[src/rtl/cap_pkg.sv]
package cap_pkg;
  typedef enum logic {MODE_PIN = 1'b0, MODE_SW = 1'b1} cap_mode_e;

  // number of programmable-polarity channels below channel ch
  function automatic int prog_below(logic [31:0] mask, int ch);
    int n = 0;
    for (int i = 0; i < ch; i++) if (mask[i]) n++;
    return n;
  endfunction

  function automatic int prog_count(logic [31:0] mask, int nch);
    return prog_below(mask, nch);
  endfunction
endpackage

[src/rtl/cap_edge_det.sv]
module cap_edge_det (
  input  logic clk_i,
  input  logic rst_ni,
  input  logic en_i,
  input  logic pin_i,
  input  logic primed_i,
  input  logic rise_i,
  output logic edge_o
);
  logic prev_q, cur_q;

  always_ff @(posedge clk_i or negedge rst_ni) begin
    if (!rst_ni) begin
      prev_q <= 1'b0;
      cur_q  <= 1'b0;
    end else if (en_i) begin
      prev_q <= cur_q;
      cur_q  <= pin_i;
    end
  end

  assign edge_o = primed_i && (rise_i ? (!prev_q && cur_q) : (prev_q && !cur_q));
endmodule

[src/rtl/cap_channel.sv]
module cap_channel #(
  parameter int DW = 8,
  localparam int TW = 2 * DW
) (
  input  logic          clk_i,
  input  logic          rst_ni,
  input  logic          en_i,
  input  logic          edge_i,
  input  logic          mode_sw_i,
  input  logic [TW-1:0] timer_i,
  input  logic          wr_lo_i,
  input  logic          wr_hi_i,
  input  logic          wr_flag_i,
  input  logic          flag_bit_i,
  input  logic [DW-1:0] wdata_i,
  output logic [TW-1:0] val_o,
  output logic          flag_o
);
  import cap_pkg::*;

  logic pend_q, pin_evt, capture;
  logic [TW-1:0] val_q;
  logic flag_q;

  assign pin_evt = en_i && edge_i && (cap_mode_e'(mode_sw_i) == MODE_PIN);
  assign capture = pin_evt || (en_i && pend_q);

  always_ff @(posedge clk_i or negedge rst_ni) begin
    if (!rst_ni) pend_q <= 1'b0;
    else if (wr_lo_i && mode_sw_i) pend_q <= 1'b1;
    else if (en_i) pend_q <= 1'b0;
  end

  always_ff @(posedge clk_i or negedge rst_ni) begin
    if (!rst_ni) val_q <= '0;
    else if (capture) val_q <= timer_i;
    else begin
      if (wr_lo_i && !mode_sw_i) val_q[DW-1:0]  <= wdata_i;
      if (wr_hi_i)               val_q[TW-1:DW] <= wdata_i;
    end
  end

  // set wins over software clear
  always_ff @(posedge clk_i or negedge rst_ni) begin
    if (!rst_ni) flag_q <= 1'b0;
    else if (pin_evt) flag_q <= 1'b1;
    else if (wr_flag_i && !flag_bit_i) flag_q <= 1'b0;
  end

  assign val_o  = val_q;
  assign flag_o = flag_q;
endmodule

[src/rtl/cap_unit.sv]
module cap_unit #(
  parameter int          N_CH      = 5,
  parameter int          DW        = 8,
  parameter logic [31:0] PROG_MASK = 32'h0000_0011,
  localparam int TW        = 2 * DW,
  localparam int N_PROG    = cap_pkg::prog_count(PROG_MASK, N_CH),
  localparam int FLAG_ADDR = 2 * N_CH,
  localparam int AW        = $clog2(FLAG_ADDR + 1)
) (
  input  logic              clk_i,
  input  logic              rst_ni,
  input  logic              mcyc_en_i,
  input  logic [TW-1:0]     timer_i,
  input  logic [N_CH-1:0]   cap_pin_i,
  input  logic [N_CH-1:0]   mode_sw_i,
  input  logic [N_PROG-1:0] edge_rise_i,
  input  logic              bus_wr_i,
  input  logic [AW-1:0]     bus_addr_i,
  input  logic [DW-1:0]     bus_wdata_i,
  output logic [DW-1:0]     bus_rdata_o,
  output logic [N_CH-1:0]   irq_o
);
  logic [1:0] nsamp_q;
  logic       primed;
  logic       wr_flag;
  logic [TW-1:0] val [N_CH];

  // two samples needed before an edge can be seen
  always_ff @(posedge clk_i or negedge rst_ni) begin
    if (!rst_ni) nsamp_q <= '0;
    else if (mcyc_en_i && nsamp_q != 2'd2) nsamp_q <= nsamp_q + 2'd1;
  end
  assign primed  = (nsamp_q == 2'd2);
  assign wr_flag = bus_wr_i && (bus_addr_i == AW'(FLAG_ADDR));

  for (genvar c = 0; c < N_CH; c++) begin : g_ch
    logic rise, edge_hit, wr_lo, wr_hi;

    if (PROG_MASK[c]) begin : g_prog
      assign rise = edge_rise_i[cap_pkg::prog_below(PROG_MASK, c)];
    end else begin : g_fixed
      assign rise = 1'b1;
    end

    assign wr_lo = bus_wr_i && (bus_addr_i == AW'(2 * c));
    assign wr_hi = bus_wr_i && (bus_addr_i == AW'(2 * c + 1));

    cap_edge_det u_edge (
      .clk_i   (clk_i),
      .rst_ni  (rst_ni),
      .en_i    (mcyc_en_i),
      .pin_i   (cap_pin_i[c]),
      .primed_i(primed),
      .rise_i  (rise),
      .edge_o  (edge_hit)
    );

    cap_channel #(.DW(DW)) u_chan (
      .clk_i     (clk_i),
      .rst_ni    (rst_ni),
      .en_i      (mcyc_en_i),
      .edge_i    (edge_hit),
      .mode_sw_i (mode_sw_i[c]),
      .timer_i   (timer_i),
      .wr_lo_i   (wr_lo),
      .wr_hi_i   (wr_hi),
      .wr_flag_i (wr_flag),
      .flag_bit_i(bus_wdata_i[c]),
      .wdata_i   (bus_wdata_i),
      .val_o     (val[c]),
      .flag_o    (irq_o[c])
    );
  end

  always_comb begin
    bus_rdata_o = '0;
    for (int c = 0; c < N_CH; c++) begin
      if (bus_addr_i == AW'(2 * c))     bus_rdata_o = val[c][DW-1:0];
      if (bus_addr_i == AW'(2 * c + 1)) bus_rdata_o = val[c][TW-1:DW];
    end
    if (bus_addr_i == AW'(FLAG_ADDR)) bus_rdata_o[N_CH-1:0] = irq_o;
  end
endmodule

[config.mk]
export PLATFORM = sky130hd
export DESIGN_NAME = cap_unit
export DESIGN_NICKNAME = d
export VERILOG_FILES = /design/src/rtl/cap_pkg.sv /design/src/rtl/cap_edge_det.sv /design/src/rtl/cap_channel.sv /design/src/rtl/cap_unit.sv
export SDC_FILE = /design/constraint.sdc
export NUM_CORES = 1
export LEC_CHECK = 0
export BUFFER_PORTS_ARGS = -buffer_cell sky130_fd_sc_hd__buf_2
export CORE_MARGIN = 10
export CORE_UTILIZATION = 65
export DETAILED_ROUTE_END_ITERATION = 8
export PLACE_DENSITY = 0.86
export SLEW_MARGIN = 20
export SYNTH_ARGS = -nofsm -noshare
export SYNTH_HDL_FRONTEND = slang
export SYNTH_HIERARCHICAL = 1
export SYNTH_SLANG_ARGS = --single-unit
[constraint.sdc]
create_clock -name clk_i -period 3.4 [get_ports clk_i]
set_clock_uncertainty 0.1 [all_clocks]
set_input_delay 0.34 -clock clk_i [delete_from_list [all_inputs] [get_ports clk_i]]
set_output_delay 0.34 -clock clk_i [all_outputs]
set_load 0.03 [all_outputs]
==> run summary, run 1 <==
status = finished clean
Leak = 3.26 nW
Critical Path Start Type = input port
CP Data Arrival Time = 2.25 ns
top cells by area, synth = dfrtp_1, mux2_4, mux2_2
Vias = 4198
Root Buffer Master = clkbuf_8
EDFF count, synth = 0
maximum vdd ir drop = 0.480 mV
total CTS buffers = 9
worst-skew pair later-pin latency = 0.38 ns
final hold slack = 0.0899 ns
I/O Pins = 57
Final ANT Viol Nets = 0
final hold vios = 0
PwrDens = 701 nW/um^2
GP Congestion = 0.841
Placement Setup Slack = 0.607 ns
row cnt = 36
gr usage total = 21.1%
kind of critical path = input port to output port
IO buf count = 56
DRT iter0 DRCs = 380
worst slew pin tran = 0.933 ns
total wire length = 15.3 mm
post-synthesis async set-or-reset flop share = 100%
# diodes = 0
largest area contributor in the netlist = dfrtp_1
H-tree depth = 3
Finish-stage setup viols = 0
vias in the first global route = 4347
Final Util = 71.6%
fin crit share = 79.1%
top-area cell type share of the netlist area = 39.6%
fmax = 372 MHz
RSZ-0062 raised after global routing = false
post-CTS setup buffers = 0
WL/cell = 22.6 um
CTS tree = done
layout cells sized above 1 = 51.8%
Synth Cell Area = 6440 sq um
type of the worst min-delay path = input port to flip-flop
Yosys warnings = 6
DRC viols = 0
overall die width = 120 um
top cells by count, synth = dfrtp_1, mux2_2, mux2_4, nand2_1, nor2_1
Yosys reg bits = 102
clk slew on worst S/H paths = 0.10 ns
Netlist cell types = 56
Layout Nets = 586
relative slew slack = 37.8%
max-slew violations = 0
largest net degree at the start of global routing = 54
starting density of the core = 66.2%
DR pass1 iterations = 6
die area = 14300 sq um
max_cap viols = 0
hpwl dp = 10.4 mm
Critical Path End Type = output port
min cycle time layout = 2.69 ns
core box area = 9730 sq um
initial antenna violation count = 0
Clock Path Buffers = 2
Synth Flop Type = dfrtp_1
CP Max Fanout = 44
cell with the most instances after synthesis = dfrtp_1
Post-Synthesis Cells = 486
Sink Count = 102
total congestion overflow = 0
Syn Area/Cell = 13.3 sq um
DR vias/cell = 6.18
Final TNS setup = 0 ns
PnR worst setup slack = 0.711 ns
first-pass GRT wire length = 24.1 mm
sequential share of the synthesized area = 39.6%
required time of the critical path = 2.96 ns
die span in y = 120 um
Area Growth Syn to Fin = 8.18%
logic make-up after synthesis:
logic type	synth area share [%]
AO/OA/AOI/OAI	7.40
adder cells (fa/ha/maj)	0.194
XOR/XNOR	0.136
flip-flops	39.6
other	0.0582
AND/OR/NAND/NOR	9.54
buffers and inverters	4.43
multiplexers	38.6
flip-flops by register name, summed over array words and instances, names as in the netlist:
register / cells
g_ch.u_chan/flag_o: 5
nsamp_q: 2
g_ch.u_chan/val_o: 80
g_ch.u_edge/prev_q: 5
g_ch.u_edge/cur_q: 5
g_ch.u_chan/pend_q: 5
metrics by stage:
stage / cell area (sq um) / power (W) / instances
2_1_floorplan: 6460 / 0.00361 / 491
3_3_place_gp: 6750 / 0.00394 / 662
3_5_place_dp: 6750 / 0.00405 / 662
4_1_cts: 6970 / 0.00488 / 679
5_1_grt: 6970 / 0.00512 / 679
6_report: 6970 / 0.00489 / 679
layer usage:
layer | wire length (um) | track usage [%] | up-vias | part of all wire, %
met5 | 0 | 0 | - | 0
met4 | 152 | 4.98 | 0 | 0.99
met3 | 881 | 3.70 | 19 | 5.8
met2 | 7590 | 35.6 | 157 | 50
met1 | 6690 | 27.7 | 2126 | 44
li1 | - | - | 1896 | -
layout make-up:
type	instances	area (sq um)
clock buffer	11	141
clock inverter	5	63.8
fill	693	2760
inverter	11	41.3
multi-input combinational	350	3620
sequential	102	2550
tap	133	166
timing repair buffer	67	380
path summary, 6_finish.rpt:
kind	start	to	slack (ns)	cells after the start
worst min register to register	nsamp_q[0]$_DFFE_PN0P_	nsamp_q[0]$_DFFE_PN0P_	0.40	1
worst min-delay path	cap_pin_i[4]	g_ch[4].u_edge/cur_q$_DFFE_PN0P_	0.09	2
max in group asynchronous	rst_ni	g_ch[2].u_chan/val_o[11]$_DFFE_PN0P_	2.05	3
worst max register to register	nsamp_q[0]$_DFFE_PN0P_	g_ch[1].u_chan/val_o[11]$_DFFE_PN0P_	0.96	7
worst max-delay path	bus_addr_i[0]	bus_rdata_o[1]	0.71	6
min in group asynchronous	rst_ni	g_ch[4].u_edge/cur_q$_DFFE_PN0P_	0.43	2
where the power goes:
group | switching (W) | internal, W | leakage [nW]
Combinational | 0.000698 | 0.00127 | 1.93
Sequential | 0.000352 | 0.00175 | 1.23
Clock | 0.000448 | 0.000369 | 0.101
Total | 0.00150 | 0.00339 | 3.26
placed cells by master (no fill, tap or decap), drive strengths merged, types with 3 or more instances in the layout:
cell type,netlist,final
o221ai,5,5
nor2,17,17
mux4,5,5
nand4b,5,5
o21ai,16,16
clkbuf,6,11
a22o,6,6
mux2,177,177
nor3,3,3
nand4bb,5,5
nand2b,19,19
inv,11,14
nand2,25,25
mux2i,8,8
conb,1,6
nor2b,8,8
o211ai,4,4
a22oi,4,4
a21oi,3,3
dfrtp,102,102
buf,22,66
critical path: stages:
cell and delay (ns):
buf_2 0.70, mux2i_1 0.20, a2111oi_2 0.45, nor4b_2 0.09, o21ai_1 0.21, buf_2 0.24
what timing repair did:
item                      4_1_cts  5_1_grt
resized for setup               0        0
hold buffers                    1        0
hold endpoints to repair       49        0
Note: power is estimated with default switching activity, not from simulation.
==> inputs of run 2 (changes only) <==
--- a/config.mk
+++ b/config.mk
@@ -5,11 +5,12 @@
 export SDC_FILE = /design/constraint.sdc
 export NUM_CORES = 1
 export LEC_CHECK = 0
+export ABC_AREA = 1
 export BUFFER_PORTS_ARGS = -buffer_cell sky130_fd_sc_hd__buf_2
 export CORE_MARGIN = 10
-export CORE_UTILIZATION = 65
+export CORE_UTILIZATION = 54
 export DETAILED_ROUTE_END_ITERATION = 8
-export PLACE_DENSITY = 0.86
+export PLACE_DENSITY = 0.77
 export SLEW_MARGIN = 20
 export SYNTH_ARGS = -nofsm -noshare
 export SYNTH_HDL_FRONTEND = slang
==> constraint.sdc (replaced) <==
create_clock -name clk_i -period 2.2 [get_ports clk_i]
set_clock_uncertainty 0.1 [all_clocks]
set_input_delay 0.22 -clock clk_i [delete_from_list [all_inputs] [get_ports clk_i]]
set_output_delay 0.22 -clock clk_i [all_outputs]
set_load 0.03 [all_outputs]
==> run summary, run 2 <==
GP Congestion = 0.966 (+15%)
fmax = 499 MHz
placed cells = 1044 (+58%)
final non-filler cell total = 1064 (+57%)
DRT iter0 DRCs = 875 (+130%)
Synth Flop Type = dfrtp_1
maximum vdd ir drop = 0.697 mV (+45%)
max-slew violations = 0 (unchanged)
Finish-stage setup viols = 0 (unchanged)
Final ANT Viol Nets = 0 (unchanged)
fin crit share = 91.0%
most frequent cells in the layout = nand2_1, nand4_1, nand3_1, dfrtp_1, inv_1
overall die width = 125 um (+4.9%)
post_cts resized = 0 (unchanged)
vias in the first global route = 5606 (+29%)
post-synthesis async set-or-reset flop share = 100% (unchanged)
kind of critical path = flip-flop to output port
footprint of the multi-input gates = 2900 sq um (-20%)
Post-Synthesis Cells = 853 (+76%)
first-pass GRT wire length = 30.7 mm (+27%)
DR vias/cell = 5.74 (-7.1%)
Yosys warnings = 6 (unchanged)
largest area contributor in the netlist = dfrtp_1
DR pass1 iterations = 5 (-1)
die span in y = 125 um (+4.9%)
reg2reg start = nsamp_q[0]$_DFFE_PN0P_
row cnt = 38 (+5.6%)
CP Data Arrival Time = 1.68 ns (-0.57 ns)
cell with the most instances after synthesis = nand2_1
CP Max Fanout = 2 (-95%)
min cycle time layout = 2.00 ns
Root Buffer Master = clkbuf_8
Layout Nets = 966 (+65%)
Yosys reg bits = 102 (unchanged)
Netlist cell types = 23 (-59%)
largest net degree at the start of global routing = 40 (-26%)
initial antenna violation count = 0 (unchanged)
starting density of the core = 55.3% (-11 points)
layout cells sized above 1 = 13.2% (-39 points)
Final TNS setup = 0 ns (unchanged)
core box area = 10800 sq um (+11%)
top cells by area, synth = dfrtp_1, nand2_1, nand4_1
top cells by count, synth = nand2_1, nand4_1, dfrtp_1, nand3_1, inv_1
DRC viols = 0 (unchanged)
max reg flops = 80 (unchanged)
leading cell type in the layout, fill and taps excluded = nand2_1
I/O Pins = 57 (unchanged)
required time of the critical path = 1.88 ns (-1.08 ns)
IO buf count = 56 (unchanged)
worst-skew pair later-pin latency = 0.39 ns (about the same)
WL/cell = 18.4 um (-18%)
Syn Area/Cell = 7.03 sq um (-47%)
max_cap viols = 0 (unchanged)
CTS tree = done
EDFF count, synth = 0 (unchanged)
clk slew on worst S/H paths = 0.10 ns (about the same)
status = finished clean
Area Growth Syn to Fin = 12.3%
register area = 2550 sq um (unchanged)
Critical Path Start Type = flip-flop
H-tree depth = 3 (unchanged)
PwrDens = 938 nW/um^2 (+34%)
# fillers = 1042 (+50%)
top-area cell type share of the netlist area = 42.5% (+2.9 points)
RSZ-0062 raised after global routing = false
total congestion overflow = 0 (unchanged)
Synth Cell Area = 6000 sq um (-6.8%)
total CTS buffers = 9 (unchanged)
Sink Count = 102 (unchanged)
Clock Path Buffers = 2 (unchanged)
# diodes = 0 (unchanged)
Critical Path End Type = output port
hold_sp = mode_sw_i[4]
hpwl dp = 13.7 mm (+32%)
final hold vios = 0 (unchanged)
Leak = 3.44 nW (+5.6%)
Vias = 6108 (+45%)
Worst Setup SP = g_ch[0].u_chan/val_o[3]$_DFFE_PN0P_
gr usage total = 24.6% (+3.5 points)
die area = 15700 sq um (+10%)
type of the worst min-delay path = input port to flip-flop
sequential share of the synthesized area = 42.5% (+2.9 points)
total wire length = 19.6 mm (+28%)
-- run 2: repair_timing --
| item | 4_1_cts | 5_1_grt |
|---|---|---|
| buffers inserted | 0 | 0 |
| hold buffers | 6 | 0 |
| endpoints found under the hold margin | 35 | 0 |
-- run 2: stage by stage --
stage | cell area, sq um | power, W | hold slack, ns | setup slack (ns) | utilization (%)
finish | 6740 | 0.00632 | 0.0252 | 0.197 | 62.2
CTS | 6740 | 0.00629 | 0.0106 | 0.200 | 62.2
detailed placement | 6520 | 0.00520 | 0.0998 | 0.273 | 60.1
global placement | 6520 | 0.00514 | 0.101 | 0.252 | 60.1
global route | 6740 | 0.00673 | 0.0534 | 0.0906 | 62.2
floorplan | 6020 | 0.00441 | -0.176 | 0.656 | -
-- run 2: final timing paths --
| kind | cells past startpoint | to | slack [ns] |
|---|---|---|---|
| worst max register to register | 10 | g_ch[1].u_chan/val_o[8]$_DFFE_PN0P_ | 0.24 |
| max in group asynchronous | 3 | g_ch[3].u_chan/val_o[1]$_DFFE_PN0P_ | 1.22 |
| worst min register to register | 2 | g_ch[0].u_edge/prev_q$_DFFE_PN0P_ | 0.39 |
| worst max-delay path | 7 | bus_rdata_o[3] | 0.20 |
| min in group asynchronous | 2 | g_ch[1].u_edge/prev_q$_DFFE_PN0P_ | 0.20 |
| worst min-delay path | 3 | g_ch[4].u_chan/pend_q$_DFFE_PN0P_ | 0.03 |
-- run 2: cell families after synthesis --
kind of cell / share of synthesized area (%)
adders and majority gates: 0.209
xor gates and xnor gates: 0.146
other: 0.0625
AOI/OAI and AO/OA: 2.52
DFF: 42.5
and+or+nand+nor: 45.0
buffers and inverters: 9.51
-- run 2: worst max-delay path, cell delays in order (launching register included) --
cell and delay, ns:
dfrtp_1 0.41, nand3_1 0.09, nand3_1 0.09, nor2_1 0.20, nand4_1 0.14, nand2_1 0.09
nand4_1 0.08, buf_2 0.19
-- run 2: layer usage --
metal	vias up	global-route usage, %	part of all wire [%]
met5	-	0	0
met3	56	8.37	10
met1	2818	30.9	40
li1	2954	-	-
met2	280	37.7	44
met4	0	10.3	5.1
-- run 2: cell type report --
type	count	share of cell area, %
multi-input combinational	620	43.0
sequential	102	37.9
timing repair buffer	89	8.65
inverter	99	5.52
tap	140	2.60
clock buffer	9	1.84
clock inverter	5	0.539
-- run 2: where the power goes --
part	total, W	switching (W)	leakage, nW	internal, W
Sequential	0.00332	0.000633	1.27	0.00269
Clock	0.00109	0.000685	0.0857	0.000406
Combinational	0.00190	0.00116	2.09	0.000745
